==> src/rtl/irqc_pkg.sv <==
package irqc_pkg;
    localparam int NUM_EXT     = 6;
    localparam int NUM_INT     = 8;
    localparam int NUM_SLOT    = NUM_EXT + NUM_INT;   // break slot plus 13 maskable slots
    localparam int VEC_W       = $clog2(NUM_SLOT);
    localparam int DATA_W      = 16;
    localparam int ADDR_W      = 2;
    localparam int SHARED_SLOT = NUM_EXT;              // slot driven by last pin or last event
    localparam int SEL_BIT     = 8;

    localparam logic [ADDR_W-1:0] A_REQ  = 2'd0;
    localparam logic [ADDR_W-1:0] A_EN   = 2'd1;
    localparam logic [ADDR_W-1:0] A_CFG  = 2'd2;
    localparam logic [ADDR_W-1:0] A_STAT = 2'd3;

    typedef struct packed {
        logic               flag;
        logic [NUM_EXT-1:0] pol;
        logic               sel;
        logic               valid;
        logic [VEC_W-1:0]   vec;
    } ctrl_st_t;
endpackage

==> src/rtl/irqc_edge_det.sv <==
module irqc_edge_det #(
    parameter int N = 6
) (
    input  logic         clk,
    input  logic         rst_n,
    input  logic [N-1:0] pin,
    input  logic [N-1:0] pol,
    output logic [N-1:0] hit
);
    typedef struct packed {
        logic [N-1:0] s1;
        logic [N-1:0] s2;
        logic [N-1:0] lvl;
    } edge_st_t;

    edge_st_t     st_d, st_q;
    logic [N-1:0] act_lvl;

    always_comb begin
        act_lvl  = ~(st_q.s2 ^ pol);
        hit      = act_lvl & ~st_q.lvl;
        st_d.s1  = pin;
        st_d.s2  = st_q.s1;
        st_d.lvl = act_lvl;
    end

    always_ff @(posedge clk) begin
        if (!rst_n) begin
            st_q.s1  <= '0;
            st_q.s2  <= '0;
            st_q.lvl <= '1;
        end else begin
            st_q <= st_d;
        end
    end

    for (genvar g = 0; g < N; g++) begin : g_chk
        AST_EDGE_NEEDS_CHANGE: assert property (@(posedge clk) disable iff (!rst_n)
            hit[g] |-> (($past(st_q.s2[g]) != st_q.s2[g]) || ($past(pol[g]) != pol[g])));
    end
endmodule

==> src/rtl/irqc_req_bank.sv <==
module irqc_req_bank #(
    parameter int N  = 14,
    parameter int VW = 4
) (
    input  logic          clk,
    input  logic          rst_n,
    input  logic [N-1:0]  set_evt,
    input  logic          clr_wr,
    input  logic [N-1:0]  clr_keep,
    input  logic          en_wr,
    input  logic [N-1:0]  en_data,
    input  logic          acc_valid,
    input  logic [VW-1:0] acc_idx,
    output logic [N-1:0]  req_q,
    output logic [N-1:0]  en_q
);
    typedef struct packed {
        logic [N-1:0] req;
        logic [N-1:0] en;
    } bank_st_t;

    localparam logic [N-1:0] BRK_BIT = N'(1);

    bank_st_t     st_d, st_q;
    logic [N-1:0] acc_mask;
    logic [N-1:0] sw_keep;

    always_comb begin
        acc_mask = acc_valid ? (BRK_BIT << acc_idx) : '0;
        sw_keep  = clr_wr ? (clr_keep | BRK_BIT) : '1;
        st_d.req = (st_q.req & ~acc_mask & sw_keep) | set_evt;
        st_d.en  = en_wr ? (en_data & ~BRK_BIT) : st_q.en;
    end

    always_ff @(posedge clk) begin
        if (!rst_n) begin
            st_q <= '0;
        end else begin
            st_q <= st_d;
        end
    end

    assign req_q = st_q.req;
    assign en_q  = st_q.en;

    for (genvar g = 0; g < N; g++) begin : g_chk
        AST_NO_SW_SET: assert property (@(posedge clk) disable iff (!rst_n)
            (!req_q[g] && !set_evt[g]) |=> !req_q[g]);
    end

    AST_ACC_CLEARS: assert property (@(posedge clk) disable iff (!rst_n)
        (acc_valid && !set_evt[acc_idx]) |=> !req_q[$past(acc_idx)]);
endmodule

==> src/rtl/irqc_prio_pick.sv <==
module irqc_prio_pick #(
    parameter int N  = 14,
    parameter int VW = 4
) (
    input  logic [N-1:0]  cand,
    output logic          any,
    output logic [VW-1:0] idx
);
    logic [N-1:0] below;

    always_comb begin
        any = 1'b0;
        idx = '0;
        for (int i = N - 1; i >= 0; i--) begin
            if (cand[i]) begin
                any = 1'b1;
                idx = VW'(i);
            end
        end
    end

    always_comb begin
        below = (N'(1) << idx) - N'(1);
        AST_PICK_IS_CAND: assert (!any || cand[idx]);
        AST_PICK_IS_TOP: assert (!any || ((cand & below) == '0));
    end
endmodule

==> src/rtl/irq_prio_ctrl.sv <==
module irq_prio_ctrl
    import irqc_pkg::*;
(
    input  logic                clk,
    input  logic                rst_n,
    input  logic [NUM_EXT-1:0]  ext_in,
    input  logic [NUM_INT-1:0]  int_evt,
    input  logic                brk_req,
    input  logic                reg_wr,
    input  logic [ADDR_W-1:0]   reg_addr,
    input  logic [DATA_W-1:0]   reg_wdata,
    output logic [DATA_W-1:0]   reg_rdata,
    output logic                irq_valid,
    output logic [VEC_W-1:0]    irq_vec,
    input  logic                irq_accept,
    input  logic                flag_clr
);
    ctrl_st_t              st_d, st_q;
    logic [NUM_EXT-1:0]    ext_hit;
    logic [NUM_SLOT-1:0]   set_evt;
    logic [NUM_SLOT-1:0]   slot_req;
    logic [NUM_SLOT-1:0]   slot_en;
    logic [NUM_SLOT-1:0]   cand;
    logic                  pick_any;
    logic [VEC_W-1:0]      pick_idx;
    logic                  wr_req, wr_en, wr_cfg, wr_stat;
    logic                  sel_flip;
    logic                  acc;
    logic                  wdata_unused;

    assign wdata_unused = ^reg_wdata[DATA_W-1:NUM_SLOT];

    always_comb begin
        wr_req   = reg_wr && (reg_addr == A_REQ);
        wr_en    = reg_wr && (reg_addr == A_EN);
        wr_cfg   = reg_wr && (reg_addr == A_CFG);
        wr_stat  = reg_wr && (reg_addr == A_STAT);
        sel_flip = wr_cfg && (reg_wdata[SEL_BIT] != st_q.sel);
        acc      = irq_accept && st_q.valid;
    end

    irqc_edge_det #(.N(NUM_EXT)) u_edge (
        .clk   (clk),
        .rst_n (rst_n),
        .pin   (ext_in),
        .pol   (st_q.pol),
        .hit   (ext_hit)
    );

    // Slot map: 0 break, 1..5 pins 0..4, 6 shared, 7..13 events 0..6
    always_comb begin
        set_evt    = '0;
        set_evt[0] = brk_req;
        for (int i = 0; i < NUM_EXT - 1; i++) begin
            set_evt[1 + i] = ext_hit[i];
        end
        for (int j = 0; j < NUM_INT - 1; j++) begin
            set_evt[SHARED_SLOT + 1 + j] = int_evt[j];
        end
        set_evt[SHARED_SLOT] = (st_q.sel ? int_evt[NUM_INT-1] : ext_hit[NUM_EXT-1]) | sel_flip;
    end

    irqc_req_bank #(.N(NUM_SLOT), .VW(VEC_W)) u_bank (
        .clk       (clk),
        .rst_n     (rst_n),
        .set_evt   (set_evt),
        .clr_wr    (wr_req),
        .clr_keep  (reg_wdata[NUM_SLOT-1:0]),
        .en_wr     (wr_en),
        .en_data   (reg_wdata[NUM_SLOT-1:0]),
        .acc_valid (acc),
        .acc_idx   (st_q.vec),
        .req_q     (slot_req),
        .en_q      (slot_en)
    );

    always_comb begin
        cand    = slot_req & slot_en & {NUM_SLOT{~st_q.flag}};
        cand[0] = slot_req[0];
    end

    irqc_prio_pick #(.N(NUM_SLOT), .VW(VEC_W)) u_pick (
        .cand (cand),
        .any  (pick_any),
        .idx  (pick_idx)
    );

    always_comb begin
        st_d = st_q;
        if (acc) begin
            st_d.flag = 1'b1;
        end else if (flag_clr) begin
            st_d.flag = 1'b0;
        end else if (wr_stat) begin
            st_d.flag = reg_wdata[0];
        end
        if (wr_cfg) begin
            st_d.pol = reg_wdata[NUM_EXT-1:0];
            st_d.sel = reg_wdata[SEL_BIT];
        end
        if (acc) begin
            st_d.valid = 1'b0;
        end else if (!st_q.valid) begin
            st_d.valid = pick_any;
            st_d.vec   = pick_idx;
        end
    end

    always_ff @(posedge clk) begin
        if (!rst_n) begin
            st_q.flag  <= 1'b1;
            st_q.pol   <= '0;
            st_q.sel   <= 1'b0;
            st_q.valid <= 1'b0;
            st_q.vec   <= '0;
        end else begin
            st_q <= st_d;
        end
    end

    always_comb begin
        reg_rdata = '0;
        case (reg_addr)
            A_REQ:   reg_rdata = DATA_W'(slot_req);
            A_EN:    reg_rdata = DATA_W'(slot_en);
            A_CFG:   begin
                reg_rdata[NUM_EXT-1:0] = st_q.pol;
                reg_rdata[SEL_BIT]     = st_q.sel;
            end
            default: reg_rdata[0] = st_q.flag;
        endcase
    end

    assign irq_valid = st_q.valid;
    assign irq_vec   = st_q.vec;

    AST_VEC_HOLD: assert property (@(posedge clk) disable iff (!rst_n)
        (irq_valid && !irq_accept) |=> (irq_valid && $stable(irq_vec)));
    AST_ACC_SETS_FLAG: assert property (@(posedge clk) disable iff (!rst_n)
        (irq_valid && irq_accept) |=> st_q.flag);
    AST_MASKED_QUIET: assert property (@(posedge clk) disable iff (!rst_n)
        (!irq_valid && st_q.flag && !slot_req[0]) |=> !irq_valid);
    AST_BRK_WINS: assert property (@(posedge clk) disable iff (!rst_n)
        (slot_req[0] && !irq_valid) |=> (irq_valid && (irq_vec == '0)));
endmodule

==> config.mk <==
export PLATFORM = sky130hd
export DESIGN_NAME = irq_prio_ctrl
export DESIGN_NICKNAME = d
export VERILOG_FILES = /design/src/rtl/irqc_pkg.sv /design/src/rtl/irqc_edge_det.sv /design/src/rtl/irqc_req_bank.sv /design/src/rtl/irqc_prio_pick.sv /design/src/rtl/irq_prio_ctrl.sv
export SDC_FILE = /design/constraint.sdc
export NUM_CORES = 1
export LEC_CHECK = 0
export BUFFER_PORTS_ARGS = -buffer_cell sky130_fd_sc_hd__buf_2
export CORE_UTILIZATION = 45
export DETAILED_ROUTE_END_ITERATION = 10
export MAX_ROUTING_LAYER = met4
export PLACE_DENSITY_LB_ADDON = 0.15
export SYNTH_ARGS = -nofsm -noshare
export SYNTH_HDL_FRONTEND = slang
export SYNTH_SLANG_ARGS = --single-unit
==> constraint.sdc <==
create_clock -name clk -period 2 [get_ports clk]
set_input_delay 0.6 -clock clk [delete_from_list [all_inputs] [get_ports clk]]
set_output_delay 0.6 -clock clk [all_outputs]
set_load 0.02 [all_outputs]
Word level (Yosys, flattened, before mapping):

Cells that the tools add are included.

* word-level logic and storage cells: 79
* bits in registers: 58
* output and inout port bits: 21
* bits of input ports: 38

* muxes and demuxes: 39
* reductions and logical operators: 10
* shift-type cells: 1
* bitwise gates (word level): 15
* eq/ne operators: 4

Operators by type and width (count)
* $and 14x14->14: 4
* $mux 4: 14
* $mux 14: 2
* $mux 1: 17
* $pmux 5 s3: 1
* $not 14->14: 1
* $or 14x14->14: 1
* $shl 1x4->14 const A: 1
* $not 6->6: 2
* $pmux 5 s2: 1
* $and 6x6->6: 1
* $logic_and 1x1->1: 6
* $pmux 1 s3: 2
* $xor 6x6->6: 1
* $mux 5: 1
* $eq 2x2->1 const B: 2
* $not 1->1: 4
* $pmux 2 s2: 1
* $eq 2x1->1 const B: 1
* $logic_not 2->1: 1
* $reduce_and 2->1: 1
* $reduce_bool 2->1: 1
* $reduce_or 2->1: 1
* $ne 1x1->1: 1
* $or 1x1->1: 1

Logic depth before layout (Yosys ltp):

* depth in word-level cells: 17
* mapped depth: 7
* depth with buffers taken out: 5

Hierarchy:

From an unflattened synthesis, not the netlist that was laid out.

* cell total of the unflattened synthesis: 307
* area, all modules: 2846.5 sq um

Modules (own cells, without submodules)
* irqc_req_bank: instances 1, area each 1112.3 sq um, cells each 100, seq. area each 540.5 sq um
* irq_prio_ctrl: instances 1, area each 1006.0 sq um, cells each 132, seq. area each 260.2 sq um
* irqc_edge_det: instances 1, area each 559.3 sq um, cells each 49, seq. area each 360.3 sq um
* irqc_prio_pick: instances 1, area each 168.9 sq um, cells each 26, seq. area each 0.0 sq um

Worst setup path before layout:

OpenSTA, ideal clock, no wires.

* path kind: input to output
* from: in reg_addr[1]
* to: out reg_rdata[2]
* path slack: -0.131 ns
* arrival time: 1.531 ns
* required time: 1.400 ns
* path buffers: 2
* stages on the path: 4
* path through: buf_4 buf_2 mux2i_1 o21ai_0

* word-level cells in the longest chain between the ends: 2
* elaborated cells on any way between the ends: 4
* those cells by class: eq/ne (2); mux (1); reduce/logical (1)

Ends and longest elaborated chain
* from (decl): line irq_prio_ctrl.sv:10 `input logic [ADDR_W-1:0] reg_addr,`
* $eq 2x2->1 (tied with other cells): line irq_prio_ctrl.sv:123 `case (reg_addr)`
* $pmux 5 s3 (*): line irq_prio_ctrl.sv:123
* to (decl): line irq_prio_ctrl.sv:12 `output logic [DATA_W-1:0] reg_rdata,`

Mark *: on every way between the ends. The rest lies on a longest branch, timed or not.

Final worst setup path:

* from: in reg_addr[1]
* to: out reg_rdata[1]

Same word-level chain as after synthesis.

==> impl_metrics.csv <==
group,metric,value,unit
timing,whs,433,ps
power,power.total,2.51,mW
critical_path,critPathMaxStageDelay,190,ps
timing,finalCriticalPeriod,1950,ps
logic_synthesis,synthCells,311,
critical_path,slowest_stage,"buf_2",
routing,via_per_inst,5.33,
worst_hold_path,hp-class,"reg2reg",
global_route,grt_max_degree,25,
timing,fin_tns_setup,0,ps
timing,slew_headroom,65.9,%
timing,rsz0062_at_grt,"true",
critical_path,start_kind,"input port",
timing,tightest_slew,511,ps
floorplan,die_h,79.5,um
global_route,grt_pass1_vias,2175,
power,leakage,1.42,nW
global_route,grt_use_total,23.5,%
timing,layout_worst_path_cycle_share,97.4,%
routing,wl,6.61,mm
global_route,grt_pass1_wl,10.6,mm
cells_and_area,diodes,0,
logic_synthesis,synth_flop_cell,"dfxtp_1",
placed_design,io_buffers,54,
logic_synthesis,synthTopCellsByArea,"dfxtp_1 (43%), mux2i_1 (7.8%), nand2_1 (7.5%)",
routing,ant_nets,0,
logic_synthesis,synthArstFlopShare,0,%
cells_and_area,instances_no_fill,446,
timing,setup_viol,0,
logic_synthesis,synth_top_area_cell,"dfxtp_1",
placed_design,post-dp-hpwl,4.74,mm
timing,drv_slew,0,
cts,clockBufferDepth,2,
cells_and_area,area_delta_synth_final,20.2,%
cts,cts_buffers,9,
critical_path,path_cells,"buf_2 -> buf_12 -> mux2i_1 -> o21ai_0 -> buf_2",
logic_synthesis,synth_area,2710,um2
logic_synthesis,synth_top_area_share,42.9,%
routing,firstDrtPassIters,5,
timing,setup_slack,51.3,ps
routing,drt_iter0_markers,156,
cells_and_area,drive_gt1_share,25.7,%
timing,fmax,513,MHz
logic_synthesis,synth_edf_count,0,
cts,clock-root-buffer,"clkbuf_8",
critical_path,path_common_cell,"buf_2",
cts,clock_latency,340,ps
timing,hold_viol_final,0,
global_route,grt_antenna_before_repair,0,
critical_path,worstPathRequired,1400,ps
logic_synthesis,yosysSeqAreaShare,42.9,%
floorplan,initial_core_util,47.9,%
floorplan,die_area,6330,um2
power,ir_worst_vdd,544,uV
critical_path,worst-path-buf-inv,3,
placed_design,routabilityCongestion,0.874,
global_route,overflow,0,
critical_path,crit_family,"buffers and inverters",
floorplan,core_area,5640,um2
routing,drc,0,
placed_design,place_inst,431,
timing,fin_worst_skew,4.97,ps
power,pwr_density_cell,771,nW/um2
status,status,"finished, final reports clean",
critical_path,criticalPathCategory,"in2out",
cts,htreeDepth,3,
cts,cts_tree,"done",
logic_synthesis,synth-seq-cells,58,
logic_synthesis,yosysUniqueCellTypes,44,
floorplan,io_pins,59,
routing,wire_per_inst,14.8,um
floorplan,die_w,79.5,um
cts,cts_num_sinks,58,
logic_synthesis,synth_warnings,0,
critical_path,arrival,1350,ps
cells_and_area,final_nets,408,
cts,cts.clk_slew.worst_paths,60,ps
floorplan,rows,27,
critical_path,crit_fanout,7,
logic_synthesis,syn_area_per_cell,8.70,um2
cts,cts_setup_buffers,0,
routing,num_vias,2375,
placed_design,pre_cts_slack,-64.8,ps
critical_path,end_kind,"output port",
job,maxCapViolations,0,
==> cells by family after synthesis <==
logic type	share of synthesized area [%]
muxes	7.77
AOI/OAI and AO/OA	21.5
xor gates and xnor gates	1.94
and+or+nand+nor	20.2
buffers and inverters	5.55
other	0.139
DFF	42.9
==> placed cells by master (no fill, tap or decap), types with 3 or more instances in the layout <==
| cell | instances |
|---|---|
| nand3_1 | 3 |
| nand2_1 | 54 |
| dfxtp_1 | 58 |
| clkinv_2 | 3 |
| and2_1 | 17 |
| clkbuf_8 | 11 |
| a21boi_1 | 4 |
| nor2b_1 | 10 |
| o21ai_1 | 8 |
| o21ai_2 | 5 |
| nor2_1 | 15 |
| o21a_1 | 11 |
| o21ai_0 | 10 |
| xor2_1 | 6 |
| a21oi_1 | 15 |
| o22ai_1 | 3 |
| buf_2 | 51 |
| nor3b_1 | 4 |
| mux2i_1 | 21 |
| a21boi_0 | 11 |
| buf_4 | 19 |
==> synth_stat cells (3+ instances only) <==
library cell and instances:
buf_4 9, clkbuf_1 10, nor3b_1 4, nand2_1 54
mux2i_1 21, o21ai_2 5, and2_1 17, a21oi_1 15
nand3_1 3, xor2_1 6, buf_2 3, o21ai_1 4
a21boi_0 11, o21ai_0 14, nor2b_1 11, dfxtp_1 58
nor2_1 15, a21boi_1 4, o22ai_1 3, o21a_1 11
==> sequential cells by signal, indices dropped and copies added (netlist names) <==
register and flops:
irq_valid 1, irq_vec 4, st_q 8, u_bank.en_q 13
u_bank.req_q 14, u_edge.st_d 6, u_edge.st_q 12
==> where the power goes <==
part           switching, mW  total (mW)  internal (mW)
logic                  0.162       0.302          0.140
clock network          0.448       0.951          0.504
registers             0.0438        1.25           1.21
==> metrics by stage <==
step | utilization [%] | instance area [um2]
6_report | 57.6 | 3250
5_1_grt | 57.6 | 3250
3_5_place_dp | 54.4 | 3070
4_1_cts | 57.6 | 3250
2_1_floorplan | - | 2710
3_3_place_gp | 54.4 | 3070
==> layer usage <==
metal | GRT usage, % | part of all wire [%] | up-vias
met2 | 35.5 | 46 | 64
met4 | 9.27 | 1.1 | 0
met3 | 5.26 | 5.4 | 6
met1 | 30.5 | 47 | 1119
li1 | - | - | 1186
met5 | - | 0 | -
==> final cells by class <==
cell class / count / area [um2]
clock buffers: 12 / 155
clock inverters: 3 / 15.0
fillers: 552 / 2390
inverters: 2 / 7.51
multi-input cells: 228 / 1410
flip-flops and latches: 58 / 1160
well taps: 72 / 90.1
repair buffers: 71 / 418
==> timing repair <==
item                       in CTS  in global routing
hold buffers                    0                  0
setup endpoints to repair       5                  5
cloned                          0                  0
gates resized for setup         3                  4
hold endpoints to repair        0                  0
==> final timing paths <==
path | depth (start not counted) | startpoint | end | slack (ps)
worst max-delay path | 5 | reg_addr[1] | reg_rdata[1] | 50
worst min-delay path | 1 | u_edge.st_d[8] | u_edge.st_q[8] | 430
worst max register to register | 5 | irq_valid | u_bank.req_q[4] | 440
worst min register to register | 1 | u_edge.st_d[8] | u_edge.st_q[8] | 430
No activity file was read; power rests on OpenSTA's default activity.
